[config.mk]
export PLATFORM = sky130hd
export DESIGN_NAME = prio_irq_ctrl
export DESIGN_NICKNAME = d
export VERILOG_FILES = /design/src/rtl/prio_irq_pkg.sv /design/src/rtl/irq_flag_bank.sv /design/src/rtl/irq_arbiter.sv /design/src/rtl/irq_svc_track.sv /design/src/rtl/prio_irq_ctrl.sv
export SDC_FILE = /design/constraint.sdc
export NUM_CORES = 1
export LEC_CHECK = 0
export BUFFER_PORTS_ARGS = -buffer_cell sky130_fd_sc_hd__buf_2
export CORE_MARGIN = 2
export CORE_UTILIZATION = 40
export CTS_CLUSTER_SIZE = 8
export DETAILED_ROUTE_END_ITERATION = 8
export HOLD_SLACK_MARGIN = 0.1
export PLACE_DENSITY_LB_ADDON = 0.25
export SYNTH_ARGS = -nofsm -noshare
export SYNTH_HDL_FRONTEND = slang
export SYNTH_SLANG_ARGS = --single-unit
export TNS_END_PERCENT = 1
[constraint.sdc]
create_clock -name clk_i -period 1.8 [get_ports clk_i]
set_input_delay 0.18 -clock clk_i [delete_from_list [all_inputs] [get_ports clk_i]]
set_output_delay 0.18 -clock clk_i [all_outputs]
set_load 0.1 [all_outputs]
[src/rtl/prio_irq_pkg.sv]
package prio_irq_pkg;
  localparam int NUM_EXT    = 2;
  localparam int NUM_TMR    = 2;
  localparam int NUM_SRC    = NUM_EXT + NUM_TMR + 1;
  localparam int IDX_W      = $clog2(NUM_SRC);
  localparam int NUM_LVL    = 2;
  localparam int VEC_W      = 16;
  localparam int VEC_BASE   = 3;
  localparam int VEC_STRIDE = 8;
endpackage

[src/rtl/irq_flag_bank.sv]
module irq_flag_bank
  import prio_irq_pkg::*;
(
  input  logic               clk_i,
  input  logic               rst_ni,
  input  logic [NUM_EXT-1:0] ext_n_i,
  input  logic [NUM_EXT-1:0] ext_edge_i,
  input  logic [NUM_TMR-1:0] tmr_ovf_i,
  input  logic               ser_rx_done_i,
  input  logic               ser_tx_done_i,
  input  logic [NUM_SRC-2:0] clr_i,
  output logic [NUM_SRC-1:0] flag_o
);
  // ext k -> index 2k, timer k -> index 2k+1, serial -> last
  for (genvar k = 0; k < NUM_EXT; k++) begin : g_ext
    logic pin_q, flag_q;
    always_ff @(posedge clk_i or negedge rst_ni) begin
      if (!rst_ni) begin
        pin_q  <= 1'b1;
        flag_q <= 1'b0;
      end else begin
        pin_q <= ext_n_i[k];
        if (!ext_edge_i[k])               flag_q <= ~ext_n_i[k];
        else if (pin_q && !ext_n_i[k])    flag_q <= 1'b1;
        else if (clr_i[2*k])              flag_q <= 1'b0;
      end
    end
    assign flag_o[2*k] = flag_q;
  end

  for (genvar k = 0; k < NUM_TMR; k++) begin : g_tmr
    logic flag_q;
    always_ff @(posedge clk_i or negedge rst_ni) begin
      if (!rst_ni)             flag_q <= 1'b0;
      else if (tmr_ovf_i[k])   flag_q <= 1'b1;
      else if (clr_i[2*k+1])   flag_q <= 1'b0;
    end
    assign flag_o[2*k+1] = flag_q;
  end

  assign flag_o[NUM_SRC-1] = ser_rx_done_i | ser_tx_done_i;
endmodule

[src/rtl/irq_arbiter.sv]
module irq_arbiter
  import prio_irq_pkg::*;
(
  input  logic [NUM_SRC-1:0] req_i,
  input  logic [NUM_SRC-1:0] hi_i,
  input  logic [NUM_LVL-1:0] svc_i,
  output logic               valid_o,
  output logic               lvl_o,
  output logic [IDX_W-1:0]   idx_o
);
  logic [NUM_SRC-1:0] hi_req, lo_req, pick;
  logic               use_hi, use_lo;

  always_comb begin
    hi_req = req_i & hi_i;
    lo_req = req_i & ~hi_i;
    use_hi = (|hi_req) && !svc_i[1];
    use_lo = !use_hi && (|lo_req) && (svc_i == '0);
    pick   = use_hi ? hi_req : lo_req;
    idx_o  = '0;
    for (int i = NUM_SRC - 1; i >= 0; i--) begin
      if (pick[i]) idx_o = IDX_W'(i);
    end
    valid_o = use_hi | use_lo;
    lvl_o   = use_hi;
  end
endmodule

[src/rtl/irq_svc_track.sv]
module irq_svc_track
  import prio_irq_pkg::*;
(
  input  logic               clk_i,
  input  logic               rst_ni,
  input  logic               accept_i,
  input  logic               lvl_i,
  input  logic               reti_i,
  output logic [NUM_LVL-1:0] svc_o
);
  logic [NUM_LVL-1:0] svc_q, svc_d;

  always_comb begin
    svc_d = svc_q;
    if (reti_i) begin
      if (svc_q[1]) svc_d[1] = 1'b0;
      else          svc_d[0] = 1'b0;
    end
    if (accept_i) svc_d[lvl_i] = 1'b1;
  end

  always_ff @(posedge clk_i or negedge rst_ni) begin
    if (!rst_ni) svc_q <= '0;
    else         svc_q <= svc_d;
  end

  assign svc_o = svc_q;
endmodule

[src/rtl/prio_irq_ctrl.sv]
module prio_irq_ctrl
  import prio_irq_pkg::*;
(
  input  logic               clk_i,
  input  logic               rst_ni,
  input  logic [NUM_EXT-1:0] ext_n_i,
  input  logic [NUM_EXT-1:0] ext_edge_i,
  input  logic [NUM_TMR-1:0] tmr_ovf_i,
  input  logic               ser_rx_done_i,
  input  logic               ser_tx_done_i,
  input  logic [NUM_SRC-1:0] en_i,
  input  logic               glob_en_i,
  input  logic [NUM_SRC-1:0] prio_hi_i,
  input  logic               ack_i,
  input  logic               reti_i,
  output logic               irq_o,
  output logic [VEC_W-1:0]   vec_o,
  output logic [IDX_W-1:0]   src_o,
  output logic [NUM_LVL-1:0] in_svc_o
);
  localparam logic [VEC_W-1:0] VBASE = VEC_W'(VEC_BASE);
  localparam logic [VEC_W-1:0] VSTEP = VEC_W'(VEC_STRIDE);

  logic [NUM_SRC-1:0] flag, pend;
  logic [NUM_SRC-2:0] clr;
  logic               win_valid, win_lvl, accept;
  logic [IDX_W-1:0]   win_idx;

  assign pend   = flag & en_i & {NUM_SRC{glob_en_i}};
  assign accept = ack_i & win_valid;

  // serial has no hardware clear; level-mode externals ignore clr in the bank
  always_comb begin
    for (int i = 0; i < NUM_SRC - 1; i++) clr[i] = accept && (win_idx == IDX_W'(i));
  end

  irq_flag_bank u_flags (
    .clk_i, .rst_ni, .ext_n_i, .ext_edge_i, .tmr_ovf_i,
    .ser_rx_done_i, .ser_tx_done_i,
    .clr_i (clr),
    .flag_o(flag)
  );

  irq_arbiter u_arb (
    .req_i  (pend),
    .hi_i   (prio_hi_i),
    .svc_i  (in_svc_o),
    .valid_o(win_valid),
    .lvl_o  (win_lvl),
    .idx_o  (win_idx)
  );

  irq_svc_track u_svc (
    .clk_i, .rst_ni,
    .accept_i(accept),
    .lvl_i   (win_lvl),
    .reti_i,
    .svc_o   (in_svc_o)
  );

  assign irq_o = win_valid;
  assign src_o = win_idx;
  assign vec_o = VBASE + VEC_W'(win_idx) * VSTEP;
endmodule

Word-level counts from Yosys, hierarchy flattened
Index checks and enable logic that the tools add are counted.

word-level totals
  bits in registers = 8
  logic and storage cells = 67
  output and inout bits = 22
  input bits = 23

cells by class
  order comparisons = 2
  reductions and logical operators = 20
  mux-type cells = 21
  bitwise logic cells = 11
  equality and inequality tests = 5
  add/subtract/negate cells = 1

operator list
  cell                                                                     count
  5-bit bitwise AND                                                        4
  3-bit two-way mux                                                        5
  1-bit two-way mux                                                        12
  1-bit logical AND                                                        10
  5-bit OR reduction                                                       2
  2-bit by 6-bit adder with 7-bit output, first input constant             1
  3-bit by 2-bit equality test with 1-bit output, second input constant    2
  3-bit by 1-bit inequality test with 1-bit output, second input constant  2
  5-bit two-way mux                                                        1
  5-bit NOT                                                                1
  1-bit zero test                                                          4
  2-bit two-way mux                                                        2
  2-bit nonzero test                                                       2
  3-bit by 1-bit equality test with 1-bit output, second input constant    1
  3-bit zero test                                                          1
  2-bit zero test                                                          1
  1-bit by 2-bit < comparator with 1-bit output, second input constant     1
  1-bit NOT                                                                2
  1-bit bitwise OR                                                         2
  2-bit bitwise OR                                                         1
  1-bit bitwise AND                                                        1
  1-bit demux with 1-bit select                                            1
  1-bit greater-or-equal comparator, second input constant                 1

Depth between registers and ports, before layout
Gate-level depths: netlist of run 1.

  depth after elaboration = 17
  gate-level depth with buffers = 8
  depth with buffers taken out = 7

By module
Synthesis of run 1 repeated with hierarchy kept, for this count alone.

second synthesis, totals
  cells, all modules = 88
  area total of the unflattened synthesis = 754.5 µm²

by module, submodules not included
  module         cells each  sequential area each (µm²)  area an instance (µm²)  times used
  irq_flag_bank  21          152.6                       271.5                   1
  prio_irq_ctrl  29          0.0                         205.2                   1
  irq_arbiter    30          0.0                         196.4                   1
  irq_svc_track  8           50.0                        81.3                    1

Worst setup path before layout of run 1
Ideal clock, no wire load.

  path kind = reg2out
  start = register u_svc.svc_q[1] (netlist: u_svc.svc_o[1])
  end = output port vec_o[5]
  data required time = 1.620 ns
  arrival = 5.455 ns
  stages on the path, launching flop included = 6
  buffers on the path = 2
  slack = -3.835 ns
  path through = dfrtp_1 clkbuf_1 o21bai_1 o21ai_0 nor4b_1 buf_4

between the ends
  cells in the longest elaborated chain, start to end = 9

ends and longest elaborated chain
  element                                     line                 text
  start: declaration                          irq_svc_track.sv:11  logic [NUM_LVL-1:0] svc_q, svc_d;
  start signal: assignment                    irq_svc_track.sv:24  else svc_q <= svc_d;
  1-bit zero test (*)                         irq_arbiter.sv:17    use_hi = (|hi_req) && !svc_i[1];
  1-bit logical AND (*)                       irq_arbiter.sv:17
  5-bit two-way mux (*)                       irq_arbiter.sv:19    pick = use_hi ? hi_req : lo_req;
  3-bit two-way mux (4 in a row)              irq_arbiter.sv:22    if (pick[i]) idx_o = IDX_W'(i);
  3-bit two-way mux (*)                       irq_arbiter.sv:22
  named net src_o[2]                          prio_irq_ctrl.sv:18  output logic [IDX_W-1:0] src_o,
  2-bit by 6-bit adder with 7-bit output (*)  prio_irq_ctrl.sv:63  assign vec_o = VBASE + VEC_W'(win_idx) * VSTEP;
  end: declaration                            prio_irq_ctrl.sv:17  output logic [VEC_W-1:0] vec_o,

Mark *: on every way through the listed nets, which the timed path passes. The rest lies on a longest branch.

Worst setup path in the final report of run 1
  start = register u_flags.g_tmr[1].flag_q
  end = output port vec_o[5]

between the ends
  cells in the longest elaborated chain, start to end = 12
  elaborated cells between the ends (all ways) = 13
  classes of those cells = add/sub (1); mux (6); bitwise (4); reduce/logical (2)

ends and longest elaborated chain
  element                                     line                 text
  start: declaration                          irq_flag_bank.sv:32  logic flag_q;
  start signal: assignment                    irq_flag_bank.sv:34  if (!rst_ni) flag_q <= 1'b0;
  start signal: assignment                    irq_flag_bank.sv:35  else if (tmr_ovf_i[k]) flag_q <= 1'b1;
  start signal: assignment                    irq_flag_bank.sv:36  else if (clr_i[2*k+1]) flag_q <= 1'b0;
  5-bit bitwise AND (*) (2 in a row)          prio_irq_ctrl.sv:29  assign pend = flag & en_i & {NUM_SRC{glob_en_i}};
  5-bit bitwise AND                           irq_arbiter.sv:15    hi_req = req_i & hi_i;
  5-bit OR reduction                          irq_arbiter.sv:17
  1-bit logical AND                           irq_arbiter.sv:17
  5-bit two-way mux (*)                       irq_arbiter.sv:19
  3-bit two-way mux (4 in a row)              irq_arbiter.sv:22
  3-bit two-way mux (*)                       irq_arbiter.sv:22
  2-bit by 6-bit adder with 7-bit output (*)  prio_irq_ctrl.sv:63

Every way passes the cells marked *; elsewhere a longest branch is shown, timed or not.

==> results.toml, run 1 <==
[placed_design]
pre_cts_slack_ps = -270
io_buffers = 31
routabilityCongestion = 0.823
dpl.hpwl_mm = 1.63

[synthesis]
yosys_most_used_dff = "dfrtp_1"
yosysTopAreaCellShare_pct = 20.2
ys_ff_latch = 8
synthTopCellsByArea = "dfrtp_1 20%, buf_4 16%, dfstp_2 7.1%, a21oi_1 5.4%, nor2_1 4.0%"
synth-edff-count = 0
post_synth_num_cell_types = 35
ys_warn_count = 0
synth-seq-area-share_pct = 27.2
syn_avg_cell_area_um2 = 8.18
ys_async_sr_fraction_pct = 100
synth.most_common_cell = "buf_4"
synth_largest_area_cell = "dfrtp_1"
synthTopCellsByCount = "16 x buf_4, 8 x a21oi_1, 8 x nor2_1"
synthCells = 91
netlist_area_um2 = 744

[global_routing]
grt_max_degree = 11
antenna_found_initial = 0
grt_usage_pct = 21.7
overflow = 0
grt_pass1_vias = 831
grt_pass1_wl_mm = 3.37

[detailed_routing]
vias_per_cell = 5.11
met2_length_mm = 1.23
drtPass1Iterations = 5
ant_nets = 0
wl_per_cell_um = 13.4
route.met3.wl_um = 153
wl_met1_um = 912
drc = 0
drt_iter0_drc = 25
num_vias = 879
drt-total-wl_mm = 2.31
routed.top_layer = "met4"

[run_status]
status = "finished with violations"
violations = "setup timing"

[critical_path]
cp.buffers_inverters = 3
crit_path_end_kind = "primary output"
cp-start-kind = "flip-flop"
critPathArrivalTime_ps = 2100
path_delay_family = "simple AND/OR/NAND/NOR gates"
rrSetupSlack_ps = -280
cpMostUsedCell = "buf_4"
path_max_fanout = 3
crit_chain = "nand4_1 > buf_4 > a41o_1 > o21a_1 > nor3_4 > nor4b_4 > buf_4 > buf_12"
max_stage_delay_ps = 350
critPathSlowestCell = "dfrtp_1"
worstPathRequired_ps = 1620
crit_type = "reg2out"

[clock_tree]
clock_sinks = 8
cts_max_path_buffers = 2
clockRootBuffer = "clkbuf_4"
cts_max_level = 1
cts_tree = "built"
clk_latency_ps = 260
path_clk_slew_ps = 50
cts_made_buffers = 3

[timing]
worst_slack_ps = -478
rsz0062_at_grt = "yes"
timing_hold_violations_final = 0
setup_violations = 11
finClkSkew_ps = 1.39
finalCritPeriodShare_pct = 127
fmax_ghz = 0.439
min_period_ps = 2280
maxSlewViolCount = 0

[pwr]
power_density_nw_per_um2 = 891
leakagePower_nw = 0.618
peakVddDrop_v = 0.000756
finalPower_mw = 1.14

[layout]
n_fill_cell = 144
syn_to_final_growth_pct = 72.1
antenna_cells = 0
fin_nets = 171
layout-drive-gt1-share_pct = 53.7

[hold_path]
hold_class = "in2reg"

[die]
die_w_um = 47.1
dieArea_um2 = 2220
core_um2 = 1750
die_h_um = 47.1
initial_core_util_pct = 42.7
boundaryPins = 45
rows = 15

[run]
cap_violations = 0
==> cell type report <==
class,count,area (um^2),share of cell area (%)
timing repair buffer,59,485,37.9
tap,25,31.3,2.44
multi-input combinational,69,503,39.3
inverter,7,28.8,2.25
clock buffer,4,26.3,2.05
sequential,8,206,16.1
==> layer usage <==
| layer | track usage (%) | up-vias |
|---|---|---|
| met1 | 26.1 | 417 |
| li1 | - | 413 |
| met4 | 11.7 | 0 |
| met2 | 38.1 | 47 |
| met5 | 0 | - |
| met3 | 1.92 | 2 |
==> power breakdown <==
group	switching, mW	internal (mW)	leakage [nW]	total, mW
combinational	0.519	0.247	0.517	0.766
sequential	0.0223	0.204	0.0862	0.226
clock	0.0650	0.0851	0.0150	0.150
total	0.607	0.535	0.618	1.14
==> timing repair <==
action | 4_1_cts | 5_1_grt
hold endpoints to repair | 10 | 0
buffers inserted | 7 | 0
setup endpoints to repair | 10 | 11
gates resized for setup | 9 | 4
pin swaps | 8 | 4
hold buffers | 3 | 0
==> cells by family (layout without fill, tap and decap cells) <==
| kind of cell | count (synthesis) | in the layout | synth area share [%] |
|---|---|---|---|
| and+or+nand+nor | 22 | 22 | 16.5 |
| other | 2 | 13 | 1.01 |
| DFF | 8 | 8 | 27.2 |
| AOI/OAI and AO/OA | 34 | 34 | 33.6 |
| buffers and inverters | 25 | 70 | 21.7 |
==> through the flow <==
step           std cells  setup TNS, ps  util [%]  hold WS [ps]  area [um^2]
3_3_place_gp         158          -1160      63.8          28.9         1110
4_1_cts              172          -3080      71.9           121         1250
5_1_grt              172          -4310      73.4           133         1280
3_5_place_dp         158          -1130      63.8          34.9         1110
2_1_floorplan        102          -6480         -          -116          836
6_report             172          -3210      73.4           122         1280
==> cells in the final DEF (no fill, tap or decap), types with 2 or more instances in the layout <==
cell | netlist | layout
buf_2 | 0 | 24
buf_4 | 16 | 23
conb_1 | 2 | 13
a21oi_1 | 8 | 7
nor2_1 | 8 | 7
buf_12 | 0 | 7
inv_1 | 6 | 6
dfrtp_1 | 6 | 5
nand4_1 | 3 | 3
nand3_1 | 3 | 3
a21o_1 | 3 | 3
clkbuf_4 | 0 | 3
dlygate4sd3_1 | 0 | 3
o2111ai_2 | 2 | 2
o21a_1 | 2 | 2
nor3_4 | 0 | 2
nand2b_1 | 2 | 2
o21ai_0 | 3 | 2
a31oi_1 | 2 | 2
buf_6 | 1 | 2
dfstp_2 | 2 | 2
==> flip-flops by register name, summed over array words and instances (netlist names) <==
register              count
u_flags.g_ext.flag_q      2
u_flags.g_ext.pin_q       2
u_flags.g_tmr.flag_q      2
u_svc.svc_o               2
==> worst paths after layout <==
check	startpoint	end	cells after the start
setup / recovery	u_flags.g_tmr[1].flag_q	vec_o[5]	8
hold / removal	tmr_ovf_i[0]	u_flags.g_tmr[0].flag_q	2
setup reg to reg	u_flags.g_ext[1].flag_q	u_flags.g_ext[0].flag_q	9
hold reg to reg	u_svc.svc_o[0]	u_svc.svc_o[0]	2
max in group asynchronous	rst_ni	u_flags.g_ext[1].pin_q	2
min in group asynchronous	rst_ni	u_svc.svc_o[1]	2
No activity file was read; power rests on OpenSTA's default activity.
==> inputs of run 2 (changes only) <==
--- a/config.mk
+++ b/config.mk
@@ -5,7 +5,7 @@
 export SDC_FILE = /design/constraint.sdc
 export NUM_CORES = 1
 export LEC_CHECK = 0
-export BUFFER_PORTS_ARGS = -buffer_cell sky130_fd_sc_hd__buf_2
+export BUFFER_PORTS_ARGS = -buffer_cell sky130_fd_sc_hd__buf_4
 export CORE_MARGIN = 2
 export CORE_UTILIZATION = 40
 export CTS_CLUSTER_SIZE = 8
==> results.toml, run 2 (synthesis gave the netlist of run 1 again) <==
[timing]
rsz0062_at_grt = "yes"
fmax_ghz = 0.462
setup_violations = 9
worst_slack_ps = -363
timing_hold_violations_final = 0
finClkSkew_ps = 1.27
min_period_ps = 2160
tns_ps = -2000
finalCritPeriodShare_pct = 120
maxSlewViolCount = 0
whs_ps = 125

[layout]
final_cell_mix = "42 x buf_4, 13 x conb_1, 7 x a21oi_1, 7 x nor2_1"
n_fill_cell = 172
final_common_cell = "buf_4"
design_area_um2 = 1210
multi_input_area_um2 = 470
fin_nets = 165
syn_to_final_growth_pct = 62.7
final_cells = 166
antenna_cells = 0
final_core_util_pct = 69.4
layout-drive-gt1-share_pct = 50.4
seq_area_um2 = 206

[placed_design]
dpl.cell_count = 158
dpl.hpwl_mm = 1.71
placed_area_um2 = 1090
pre_cts_slack_ps = -142
io_buffers = 31
routabilityCongestion = 0.866

[die]
boundaryPins = 45
die_w_um = 47.1
core_um2 = 1750
die_h_um = 47.1
dieArea_um2 = 2220
initial_core_util_pct = 42.7
rows = 15

[detailed_routing]
drt-total-wl_mm = 2.13
num_vias = 826
drt_iter0_drc = 9
drtPass1Iterations = 4
drc = 0
vias_per_cell = 4.98
ant_nets = 0
wl_per_cell_um = 12.8

[pwr]
pwr-share-clk_pct = 13.5
combPwrFrac_pct = 65.9
finalPower_mw = 1.08
swShare_pct = 53.7
peakVddDrop_v = 0.000656
leakagePower_nw = 0.586
sequentialPowerShare_pct = 20.6
switching_power_mw = 0.581
intPower_mw = 0.500
power_density_nw_per_um2 = 893

[global_routing]
grt_max_degree = 10
grt_usage_pct = 20.5
antenna_found_initial = 0
grt_pass1_wl_mm = 3.28
grt_pass1_vias = 808
overflow = 0

[critical_path]
cp.buffers_inverters = 1
crit_type = "reg2out"
worstPathRequired_ps = 1620
path_max_fanout = 3
critPathArrivalTime_ps = 1980
critPathSlowestCell = "dfrtp_1"
max_stage_delay_ps = 380
path_delay_family = "simple AND/OR/NAND/NOR gates"
crit_chain = "nand4_1 > a41o_1 > o21a_1 > nor3_4 > nor4b_4 > buf_6"
crit_path_end_kind = "primary output"
cp-start-kind = "flip-flop"

[clock_tree]
clock_sinks = 8
clk_latency_ps = 250
clockRootBuffer = "clkbuf_4"
path_clk_slew_ps = 60
cts_max_path_buffers = 2
cts_tree = "built"
cts_made_buffers = 3
cts_max_level = 1

[run_status]
status = "finished with violations"
violations = "setup timing"

[hold_path]
hold_class = "in2reg"

[run]
cap_violations = 0
==> run 2: cell types whose count changed in the layout (fill, tap and decap cells not counted), moves of 4 or more <==
cell / previous run / this run
buf_12: 7 / 1
buf_2: 24 / 0
buf_4: 23 / 42
buf_6: 2 / 6
==> run 2: final timing paths <==
| check | start | slack, ps | end | depth (start not counted) |
|---|---|---|---|---|
| max | u_flags.g_ext[0].flag_q | -360 | src_o[2] | 6 |
| min | tmr_ovf_i[0] | 120 | u_flags.g_tmr[0].flag_q | 2 |
| max reg2reg | u_flags.g_ext[0].flag_q | -50 | u_flags.g_ext[0].flag_q | 8 |
| min reg2reg | u_svc.svc_o[0] | 550 | u_svc.svc_o[0] | 2 |
| max in group asynchronous | rst_ni | 1300 | u_flags.g_ext[0].pin_q | 2 |
| min in group asynchronous | rst_ni | 290 | u_flags.g_ext[0].flag_q | 2 |
==> run 2: what timing repair did <==
action,CTS,global route
hold buffers,3,0
pin swaps,3,2
setup endpoints to repair,8,10
setup buffers,1,0
gates cloned,0,0
gates resized for setup,14,4
endpoints found under the hold margin,10,0
==> run 2: final cells by class <==
| cell class | count | share of cell area [%] |
|---|---|---|
| Multi-Input combinational cell | 69 | 38.8 |
| Tap cell | 25 | 2.58 |
| Clock buffer | 4 | 2.17 |
| Inverter | 7 | 2.38 |
| Sequential cell | 8 | 17.0 |
| Timing Repair Buffer | 53 | 37.0 |
==> run 2: metal layers <==
metal	wire length, um	track usage [%]	vias up
met5	0	0	-
met4	8	6.67	0
met3	132	2.31	2
met2	1130	35.3	33
met1	859	26.7	386
li1	-	-	405
==> run 2: power by group through the flow <==
stage,clock (mW),combinational (mW),sequential [mW]
6_report,0.146,0.713,0.222
5_1_grt,0.164,0.747,0.224
4_1_cts,0.151,0.701,0.222
3_5_place_dp,0,0.657,0.225
3_3_place_gp,0,0.651,0.225
2_1_floorplan,0,0.458,0.291
